--- config.mk ---
export PLATFORM = sky130hd
export DESIGN_NAME = dac_gain_offset_corr
export DESIGN_NICKNAME = d
export VERILOG_FILES = /design/src/rtl/dgc_pkg.sv /design/src/rtl/dgc_mult_stage.sv /design/src/rtl/dgc_sum_stage.sv /design/src/rtl/dgc_round_sat.sv /design/src/rtl/dac_gain_offset_corr.sv
export SDC_FILE = /design/constraint.sdc
export NUM_CORES = 1
export LEC_CHECK = 0
export BUFFER_PORTS_ARGS = -buffer_cell sky130_fd_sc_hd__buf_2
export CORE_MARGIN = 1.5
export CORE_UTILIZATION = 55
export CTS_CLUSTER_DIAMETER = 30
export CTS_CLUSTER_SIZE = 25
export DETAILED_ROUTE_END_ITERATION = 10
export PLACE_DENSITY = 0.72
export SKIP_LAST_GASP = 1
export SLEW_MARGIN = 15
export SYNTH_ARGS = -nofsm -noshare
export SYNTH_HDL_FRONTEND = slang
export SYNTH_SLANG_ARGS = --single-unit
export TNS_END_PERCENT = 10
--- constraint.sdc ---
create_clock -name clk -period 16.2 [get_ports clk]
set_input_delay 1.62 -clock clk [delete_from_list [all_inputs] [get_ports clk]]
set_output_delay 1.62 -clock clk [all_outputs]
set_load 0.02 [all_outputs]
--- src/rtl/dgc_pkg.sv ---
package dgc_pkg;
  typedef enum logic {
    CODE_SIGNED   = 1'b0,
    CODE_UNSIGNED = 1'b1
  } code_mode_e;
endpackage

--- src/rtl/dgc_mult_stage.sv ---
module dgc_mult_stage #(
  parameter int CODE_W     = 16,
  parameter int COEF_W     = 16,
  parameter int GAIN_SHIFT = 18,
  parameter int OFF_SHIFT  = 16,
  parameter int ACC_W      = 37,
  localparam int EXT_W     = CODE_W + 1,
  localparam int PROD_W    = EXT_W + COEF_W
) (
  input  logic                     clk,
  input  logic                     rst,
  input  logic                     valid_i,
  input  dgc_pkg::code_mode_e      mode_i,
  input  logic [CODE_W-1:0]        ideal_i,
  input  logic signed [COEF_W-1:0] gain_i,
  input  logic signed [COEF_W-1:0] offset_i,
  output logic                     valid_o,
  output dgc_pkg::code_mode_e      mode_o,
  output logic signed [PROD_W-1:0] prod_o,
  output logic signed [ACC_W-1:0]  base_o
);
  // Widen the code to a signed value according to the mode.
  function automatic logic signed [EXT_W-1:0] widen(input logic [CODE_W-1:0] c,
                                                    input dgc_pkg::code_mode_e m);
    if (m == dgc_pkg::CODE_UNSIGNED) return {1'b0, c};
    return {c[CODE_W-1], c};
  endfunction

  logic signed [EXT_W-1:0] ext_code;
  logic signed [ACC_W-1:0] unity_term, off_term;

  always_comb begin
    ext_code   = widen(ideal_i, mode_i);
    unity_term = ACC_W'(ext_code) <<< GAIN_SHIFT;
    off_term   = ACC_W'(offset_i) <<< OFF_SHIFT;
  end

  always_ff @(posedge clk) begin
    if (rst) begin
      valid_o <= 1'b0;
      mode_o  <= dgc_pkg::CODE_SIGNED;
      prod_o  <= '0;
      base_o  <= '0;
    end else begin
      valid_o <= valid_i;
      mode_o  <= mode_i;
      prod_o  <= PROD_W'(ext_code) * PROD_W'(gain_i);
      base_o  <= unity_term + off_term;
    end
  end
endmodule

--- src/rtl/dgc_sum_stage.sv ---
module dgc_sum_stage #(
  parameter int PROD_W = 33,
  parameter int ACC_W  = 37
) (
  input  logic                     clk,
  input  logic                     rst,
  input  logic                     valid_i,
  input  dgc_pkg::code_mode_e      mode_i,
  input  logic signed [PROD_W-1:0] prod_i,
  input  logic signed [ACC_W-1:0]  base_i,
  output logic                     valid_o,
  output dgc_pkg::code_mode_e      mode_o,
  output logic signed [ACC_W-1:0]  acc_o
);
  always_ff @(posedge clk) begin
    if (rst) begin
      valid_o <= 1'b0;
      mode_o  <= dgc_pkg::CODE_SIGNED;
      acc_o   <= '0;
    end else begin
      valid_o <= valid_i;
      mode_o  <= mode_i;
      acc_o   <= base_i + ACC_W'(prod_i);
    end
  end
endmodule

--- src/rtl/dgc_round_sat.sv ---
module dgc_round_sat #(
  parameter int CODE_W = 16,
  parameter int SHIFT  = 18,
  parameter int ACC_W  = 37
) (
  input  logic                    clk,
  input  logic                    rst,
  input  logic                    valid_i,
  input  dgc_pkg::code_mode_e     mode_i,
  input  logic signed [ACC_W-1:0] acc_i,
  output logic                    valid_o,
  output logic [CODE_W-1:0]       code_o
);
  localparam logic signed [ACC_W-1:0] HALF = ACC_W'(64'sd1 <<< (SHIFT - 1));
  localparam logic signed [ACC_W-1:0] SMAX = ACC_W'((64'sd1 <<< (CODE_W - 1)) - 64'sd1);
  localparam logic signed [ACC_W-1:0] SMIN = ACC_W'(-(64'sd1 <<< (CODE_W - 1)));
  localparam logic signed [ACC_W-1:0] UMAX = ACC_W'((64'sd1 <<< CODE_W) - 64'sd1);
  localparam logic [CODE_W-1:0] CODE_SMAX = {1'b0, {(CODE_W-1){1'b1}}};
  localparam logic [CODE_W-1:0] CODE_SMIN = {1'b1, {(CODE_W-1){1'b0}}};

  // Nearest integer of acc / 2^SHIFT, halves away from zero.
  function automatic logic signed [ACC_W-1:0] round_away(input logic signed [ACC_W-1:0] a);
    logic signed [ACC_W-1:0] b;
    b = a + HALF - ACC_W'(a[ACC_W-1]);
    return b >>> SHIFT;
  endfunction

  logic signed [ACC_W-1:0] rnd, hi_lim, lo_lim, round_err;
  logic                    sat_hi, sat_lo;
  logic [CODE_W-1:0]       code_next;

  always_comb begin
    rnd       = round_away(acc_i);
    hi_lim    = (mode_i == dgc_pkg::CODE_UNSIGNED) ? UMAX : SMAX;
    lo_lim    = (mode_i == dgc_pkg::CODE_UNSIGNED) ? '0 : SMIN;
    sat_hi    = rnd > hi_lim;
    sat_lo    = rnd < lo_lim;
    round_err = acc_i - (rnd <<< SHIFT);
    if (sat_hi)      code_next = hi_lim[CODE_W-1:0];
    else if (sat_lo) code_next = lo_lim[CODE_W-1:0];
    else             code_next = rnd[CODE_W-1:0];
  end

  always_ff @(posedge clk) begin
    if (rst) begin
      valid_o <= 1'b0;
      code_o  <= '0;
    end else begin
      valid_o <= valid_i;
      code_o  <= code_next;
    end
  end

  // an unclamped result is within half a code of the exact value
  a_r5_round_nearest: assert property (@(posedge clk) disable iff (rst)
    (valid_i && !sat_hi && !sat_lo) |-> (round_err <= HALF && round_err >= -HALF));
  // signed overflow lands on the top signed code
  a_r6_signed_clamp: assert property (@(posedge clk) disable iff (rst)
    (valid_i && sat_hi && mode_i == dgc_pkg::CODE_SIGNED) |=> (code_o == CODE_SMAX));
  // signed underflow lands on the bottom signed code
  a_r6_signed_floor: assert property (@(posedge clk) disable iff (rst)
    (valid_i && sat_lo && mode_i == dgc_pkg::CODE_SIGNED) |=> (code_o == CODE_SMIN));
  // unsigned underflow lands on zero
  a_r7_unsigned_floor: assert property (@(posedge clk) disable iff (rst)
    (valid_i && sat_lo && mode_i == dgc_pkg::CODE_UNSIGNED) |=> (code_o == '0));
endmodule

--- src/rtl/dac_gain_offset_corr.sv ---
module dac_gain_offset_corr #(
  parameter int CODE_W     = 16,
  parameter int COEF_W     = 16,
  parameter int GAIN_SHIFT = 18,
  parameter int OFF_SHIFT  = 16
) (
  input  logic              clk,
  input  logic              rst,
  input  logic              code_mode,
  input  logic              in_valid,
  input  logic [CODE_W-1:0] in_ideal,
  input  logic [COEF_W-1:0] in_gain,
  input  logic [COEF_W-1:0] in_offset,
  output logic              out_valid,
  output logic [CODE_W-1:0] out_code
);
  localparam int EXT_W  = CODE_W + 1;
  localparam int PROD_W = EXT_W + COEF_W;
  localparam int UNI_W  = EXT_W + GAIN_SHIFT;
  localparam int OFS_W  = COEF_W + OFF_SHIFT;
  localparam int WIDE_W = (UNI_W > PROD_W) ? UNI_W : PROD_W;
  localparam int ACC_W  = ((WIDE_W > OFS_W) ? WIDE_W : OFS_W) + 2;

  dgc_pkg::code_mode_e     mode_in, mode_s1, mode_s2;
  logic                    valid_s1, valid_s2;
  logic signed [PROD_W-1:0] prod_s1;
  logic signed [ACC_W-1:0]  base_s1, acc_s2;

  assign mode_in = code_mode ? dgc_pkg::CODE_UNSIGNED : dgc_pkg::CODE_SIGNED;

  dgc_mult_stage #(
    .CODE_W(CODE_W), .COEF_W(COEF_W), .GAIN_SHIFT(GAIN_SHIFT),
    .OFF_SHIFT(OFF_SHIFT), .ACC_W(ACC_W)
  ) u_mult (
    .clk(clk), .rst(rst), .valid_i(in_valid), .mode_i(mode_in),
    .ideal_i(in_ideal), .gain_i($signed(in_gain)), .offset_i($signed(in_offset)),
    .valid_o(valid_s1), .mode_o(mode_s1), .prod_o(prod_s1), .base_o(base_s1)
  );

  dgc_sum_stage #(.PROD_W(PROD_W), .ACC_W(ACC_W)) u_sum (
    .clk(clk), .rst(rst), .valid_i(valid_s1), .mode_i(mode_s1),
    .prod_i(prod_s1), .base_i(base_s1),
    .valid_o(valid_s2), .mode_o(mode_s2), .acc_o(acc_s2)
  );

  dgc_round_sat #(.CODE_W(CODE_W), .SHIFT(GAIN_SHIFT), .ACC_W(ACC_W)) u_rsat (
    .clk(clk), .rst(rst), .valid_i(valid_s2), .mode_i(mode_s2), .acc_i(acc_s2),
    .valid_o(out_valid), .code_o(out_code)
  );

  // Cycles since reset, so the latency check never reaches before reset.
  logic [1:0] warm;
  always_ff @(posedge clk) begin
    if (rst) warm <= '0;
    else if (warm != 2'd3) warm <= warm + 2'd1;
  end

  // reset clears the output strobe
  a_r1_reset_quiet: assert property (@(posedge clk) rst |=> (!out_valid && out_code == '0));
  // output strobe is the input strobe three clocks later
  a_r2_latency: assert property (@(posedge clk) disable iff (rst)
    (warm == 2'd3) |-> (out_valid == $past(in_valid, 3)));
endmodule

After elaboration in Yosys (flattened, before gate mapping)
Index checks and enable logic that the tools add are counted.

Add/subtract/negate cells: 4. $mul: 1. $lt $le $gt $ge: 2. Mux-type cells: 8.

Operators by type and width (count): $mux W16 (3); $add A37 B18 Y37 const B (1); $add A37 B33 Y37 (1); $lt A19 B37 Y1 (1); $mux W37 (1); $sub A37 B1 Y37 (1); $add A35 B32 Y36 (1); $mux W17 (2); $mul A17 B16 Y33 (1); $gt A19 B17 Y1 (1); $mux W1 (2).

Output and inout port bits: 17. Logic and storage cells: 24. Input bits: 52. Register bits: 128.

Logic depth before layout (Yosys ltp)
Gate-level depths: netlist of the first run.

Depth after elaboration: 5. Depth in mapped cells: 26. Gate-level depth less buffers: 25.

Cells and area by module
From an unflattened synthesis of the first run, not the netlist that was laid out.

Cells, all modules: 2177. Area total of the unflattened synthesis: 18486.5 sq um.

By module, submodules not included: dgc_mult_stage (seq. area each 1101.1 sq um, cells each 1410, area each 12709.7 sq um, times used 1); dgc_sum_stage (seq. area each 780.7 sq um, cells each 400, area each 3163.0 sq um, times used 1); dgc_round_sat (seq. area each 340.3 sq um, cells each 367, area each 2613.8 sq um, times used 1).

Least setup slack after synthesis of the first run
No wires, ideal clock.

Path type: input -> register. Start point: input in_gain[8]. End point: register u_mult.prod_o[32]. Data required time: 16072 ps. Setup time: 128 ps. Path slack: 8367 ps. Buffers on the path: 2. Stages on the path: 24. Arrival time: 7706 ps. Cell sequence: clkbuf_1 > clkbuf_1 > nand2_1 > fa_1 > inv_1 > fa_1 > inv_1 > fa_1 > inv_1 > fa_1 > fa_1 > inv_1 > fa_1 > inv_1 > ha_1 > nand4_1 > o31ai_1 > nand3_1 > a311oi_1 > a211o_1 > a211oi_1 > o41ai_1 > xnor2_1 > nor2_1.

Cells in the longest elaborated chain, start to end: 1.

Ends and longest elaborated chain: from (decl) (line dac_gain_offset_corr.sv:12) `input logic [COEF_W-1:0] in_gain,`; $mul A17 B16 Y33 (line dgc_mult_stage.sv:47) `prod_o <= PROD_W'(ext_code) * PROD_W'(gain_i);`; to (signal assigned) (line dgc_mult_stage.sv:47); to (decl) (line dgc_mult_stage.sv:19) `output logic signed [PROD_W-1:0] prod_o,`.

No other way between the ends. A chain may end at the register's enable or synchronous reset.

Worst setup path after layout of the first run
Start point: input in_ideal[15]. End point: register u_mult.prod_o[31].

Cells in the longest elaborated chain, start to end: 3.

Ends and longest elaborated chain: from (decl) (line dac_gain_offset_corr.sv:11) `input logic [CODE_W-1:0] in_ideal,`; $mux W17 (line dgc_mult_stage.sv:25) `if (m == dgc_pkg::CODE_UNSIGNED) return {1'b0, c};`; $mux W17 (*) (line dgc_mult_stage.sv:26) `return {c[CODE_W-1], c};`; $mul A17 B16 Y33 (*) (line dgc_mult_stage.sv:47).

Every way passes the cells marked *; elsewhere a longest branch is shown, timed or not. The select of a mux whose other input is x is not followed.

==> results of run 1 <==
## state kept, by name, indices dropped and copies added (netlist names), 16 cells and up
name           cells
u_mult.base_o     20
u_rsat.code_o     16
u_sum.acc_o       37
u_mult.prod_o     33
## how the worst min path moves through the flow
stage	start	to	slack, ns	cells after the start
CTS	u_mult.prod_o[3]	u_sum.acc_o[3]	0.44	1
global route	u_mult.prod_o[1]	u_sum.acc_o[1]	0.46	1
detailed placement	u_mult.prod_o[3]	u_sum.acc_o[3]	0.43	1
floorplan	u_sum.valid_o	u_rsat.valid_o	0.41	1
finish	u_mult.prod_o[3]	u_sum.acc_o[3]	0.44	1
global placement	u_mult.prod_o[3]	u_sum.acc_o[3]	0.42	1
## cell usage after synthesis, drive strengths merged, types with 10 or more instances
master | instances | share of area (%)
nand3 | 18 | 0.53
o21a | 14 | 0.63
a31oi | 10 | 0.37
xor2 | 28 | 1.4
dfxtp | 111 | 13
clkbuf | 47 | 1.0
xnor2 | 43 | 2.2
nand2b | 22 | 0.81
nor2 | 122 | 2.7
nor3 | 34 | 1.0
nand2 | 170 | 3.8
ha | 159 | 12
a21o | 26 | 1.2
nor2b | 45 | 1.7
and3 | 15 | 0.55
a211oi | 15 | 0.80
and2 | 134 | 4.9
a21oi | 80 | 2.6
fa | 279 | 33
o21ai | 46 | 1.4
inv | 407 | 9.0
## worst max-delay path: cells and delay by family
kind | cells | cell delay, ns
buffers and inverters | 7 | 1.00
AND/OR/NAND/NOR | 4 | 0.88
adder cells (fa/ha/maj) | 7 | 3.15
AO/OA/AOI/OAI | 7 | 1.69
## stage by stage
stage               area [um2]  util, %  instances
global route             17910    58.72       2375
CTS                      17910    58.72       2375
floorplan                16970        -       1948
detailed placement       17600    57.70       2359
global placement         17600    57.70       2359
finish                   17910    58.72       2375
## cell type report
cell class	count	area [um2]	area share, %
repair buffers	71	365.4	2.039
inverters	407	1528	8.528
clock inverters	7	86.33	0.4819
well taps	396	495.5	2.766
multi-input cells	1374	12990	72.52
flip-flops and latches	111	2222	12.40
clock buffers	9	225.2	1.257
## kinds of logic (layout without fill, tap and decap cells)
kind of cell | Yosys count | after routing | share of synthesized area [%]
AO/OA/AOI/OAI | 261 | 261 | 10.36
XOR/XNOR | 71 | 71 | 3.664
adder cells (fa/ha/maj) | 438 | 438 | 44.63
buffers and inverters | 463 | 494 | 10.35
flip-flops | 111 | 111 | 13.09
multiplexers | 2 | 2 | 0.1253
AND/OR/NAND/NOR | 602 | 602 | 17.78
## routing by layer
| layer | GRT usage, % | part of all wire, % |
|---|---|---|
| met5 | 0 | 0 |
| met4 | 8.021 | 2.6 |
| met3 | 2.248 | 4.9 |
| met2 | 42.64 | 47 |
| met1 | 33.09 | 45 |
==> flow_summary.ini, run 1 <==
[global_route]
grt_max_degree = 62
overflow = 0
grt_antenna_before_repair = 0
grt_use_total_pct = 24.81
grt_pass1_wl_mm = 63.00
grt_pass1_vias = 13240

[final_layout]
area_growth_pct = 5.559
fill_cells = 2715
layout_commonest_cell = inv_1
antenna_cells = 0
drive_above_1_share_pct = 5.862
final_cell_mix = inv_1, fa_1, nand2_1
final_nets = 2464

[logic_synthesis]
async_reset_ff_share_pct = 0
mappedNetlistArea_um2 = 16970
ys.flop_type = dfxtp_1
syn_inst = 1948
synth-edff-count = 0
synth_cell_types = 71
synth_fp_nets = 2438
synth_seq_cells = 111
ys_seq_area_share_pct = 13.09
ys_warn_count = 0
avgSynthCellArea_um2 = 8.712

[timing]
hold_ws_ns = 0.4390
slew_viol_final = 0
fin_ws_ns = 8.073
rsz0062_at_grt = no
worst_pin_slew_ns = 0.7703
clock_skew_ns = 0.01228
fin_crit_ns = 8.127
setup_viol = 0
hold_viol = 0
fin_setup_tns_ns = 0
slew-limit-headroom_pct = 47.97
fmax_mhz = 123.1
min_period_over_period_pct = 50.16

[placed_design]
port_buffers = 68
gp_congestion = 0.9134
dp_hpwl_mm = 30.81
pre_cts_slack_ns = 7.790

[clocking]
path_clk_slew_ns = 0.09
h-tree-depth = 3
cts-resized-gates = 0
holdBufCountCts = 0
postCtsSetupBuffers = 0
cts.sinks = 111
cts-root-buf = clkbuf_16
ctsLongestPathBuffers = 2
worstSkewPairLatency_ns = 0.36
cts_tree = done
cts_buffers = 9

[routing]
wl_per_cell_um = 15.56
drt_iter0_drc = 717
totalWireLength_mm = 36.95
vias = 12670
drc_errors = 0
drt_first_pass_iters = 5
ant_nets = 0
viasPerCell = 5.336

[floorplanning]
die-area_um2 = 31920
ios = 69
rows = 64
coreArea_um2 = 30510
die_x_um = 178.7
die_y_um = 178.7
initial_utilization_pct = 55.63

[worst_setup_path]
crit_top_cell = fa_1
crit_end = u_mult.prod_o[31]
worst_r2r_endpoint = u_rsat.code_o[0]
r2r_setup_slack_ns = 11.18
r2r_cells = 17
critPathArrivalTime_ns = 8.39
crit_required_ns = 16.47
r2r_start = u_sum.acc_o[28]
cp-end-kind = register
start_kind = input port
cp_max_fo = 18
worstSetupPathType = input port to register
cpMaxStageDelayCell = fa_1
worstSetupStartpoint = in_ideal[15]
critPathMaxStageDelay_ns = 0.54

[outcome]
outcome = completed

[flow_run]
cap_violations = 0

[worst_hold_path]
min_path_type = register to register
Power of run 1 is not shown: default switching activity piles up to over one toggle a cycle in this logic, so the estimate is an artifact.
==> run 2: changes to the inputs <==
Clock period 16.2 ns to 7.52 ns, I/O delays scaled along.
==> flow_summary.ini, run 2 (synthesized netlist as in run 1, its figures left out) <==
[clocking]
worstSkewPairLatency_ns = 0.36
cts.sinks = 111
cts_buffers = 9
ctsLongestPathBuffers = 2
cts_tree = done
path_clk_slew_ns = 0.08
postCtsSetupBuffers = 0
cts-resized-gates = 0
h-tree-depth = 3
holdBufCountCts = 0
cts-root-buf = clkbuf_16

[floorplanning]
initial_utilization_pct = 55.63
die_y_um = 178.7
rows = 64
coreArea_um2 = 30510
ios = 69
die-area_um2 = 31920
die_x_um = 178.7

[worst_hold_path]
min_path_type = register to register

[routing]
drt_first_pass_iters = 6
viasPerCell = 5.345
drt_iter0_drc = 869
vias = 12770
totalWireLength_mm = 37.36
drc_errors = 0
wl_per_cell_um = 15.63
ant_nets = 0

[worst_setup_path]
critPathArrivalTime_ns = 7.31
start_kind = input port
cp-end-kind = register
crit_required_ns = 7.75
worstSetupPathType = input port to register
cp_max_fo = 17

[final_layout]
antenna_cells = 0
final_cell_mix = inv_1, fa_1, nand2_1
reg.largest.list = u_sum.acc_o x37, u_mult.prod_o x33, u_mult.base_o x20
regMostFlops = u_sum.acc_o
final_cells = 2390
fill_cells = 2716
drive_above_1_share_pct = 6.570
area_growth_pct = 6.178
layout_commonest_cell = inv_1
largest_reg_flops = 37
final_nets = 2479

[global_route]
grt_max_degree = 72
gr-usage-met1_pct = 33.48
grt_pass1_vias = 12730
overflow = 0
use_met2_pct = 41.96
grt_use_total_pct = 24.69
grt_antenna_before_repair = 0
busiest_layer = met2
met3_usage_pct = 2.799
grt_pass1_wl_mm = 62.18

[placed_design]
dp_hpwl_mm = 31.73
dp_cells = 2374
port_buffers = 68
gp_congestion = 0.8876

[timing]
slew_viol_final = 0
min_period_over_period_pct = 94.23
hold_viol = 0
fin_crit_ns = 7.086
rsz0062_at_grt = no
hold_ws_ns = 0.4357
clock_skew_ns = 0.009977
slew-limit-headroom_pct = 48.61
fin_setup_tns_ns = 0
setup_viol = 0
fmax_mhz = 141.1
worst_pin_slew_ns = 0.7609

[flow_run]
cap_violations = 0

[outcome]
outcome = completed
run 2: worst max-delay path, cell delays in order:
cell,delay [ns]
buf_2,0.22
and2_1,0.23
fa_1,0.50
inv_1,0.06
fa_1,0.56
fa_1,0.43
fa_1,0.49
inv_1,0.05
fa_1,0.52
inv_1,0.05
fa_1,0.53
inv_1,0.04
ha_1,0.33
a211oi_1,0.11
o21ai_0,0.08
o21ai_0,0.14
o31ai_1,0.47
nand3_1,0.24
a311oi_1,0.49
a211o_1,0.25
a211oi_1,0.09
o41ai_1,0.43
xnor2_1,0.19
nor2_1,0.06
run 2: final cells by class:
| type | count | area (um2) | share of cell area (%) |
|---|---|---|---|
| flip-flops and latches | 111 | 2222 | 12.33 |
| clock buffers | 9 | 225.2 | 1.250 |
| inverters | 407 | 1528 | 8.478 |
| well taps | 396 | 495.5 | 2.750 |
| clock inverters | 7 | 78.83 | 0.4374 |
| multi-input cells | 1374 | 12990 | 72.10 |
| repair buffers | 86 | 478.0 | 2.652 |
run 2: metrics by stage:
step,area [um2],setup WS (ns),utilization (%)
floorplan,16970,0.5548,-
global placement,17720,0.2426,58.07
detailed placement,17720,0.05866,58.07
CTS,18020,0.4394,59.06
global route,18020,0.07954,59.06
finish,18020,0.4340,59.06
run 2: path summary, 6_finish.rpt:
path | endpoint | slack [ns] | startpoint | cells past startpoint
max | u_mult.prod_o[32] | 0.43 | in_ideal[6] | 24
min | u_sum.acc_o[4] | 0.44 | u_mult.prod_o[4] | 1
max reg2reg | u_rsat.code_o[4] | 2.41 | u_sum.acc_o[28] | 17
min reg2reg | u_sum.acc_o[4] | 0.44 | u_mult.prod_o[4] | 1
run 2: metal layers:
layer / wire (um) / part of all wire [%] / up-vias
li1: - / - / 6160
met3: 2159 / 5.8 / 49
met5: 0 / 0 / -
met2: 17590 / 47 / 367
met4: 762 / 2.0 / 0
met1: 16850 / 45 / 6198
Power of run 2 is left out for the same reason.
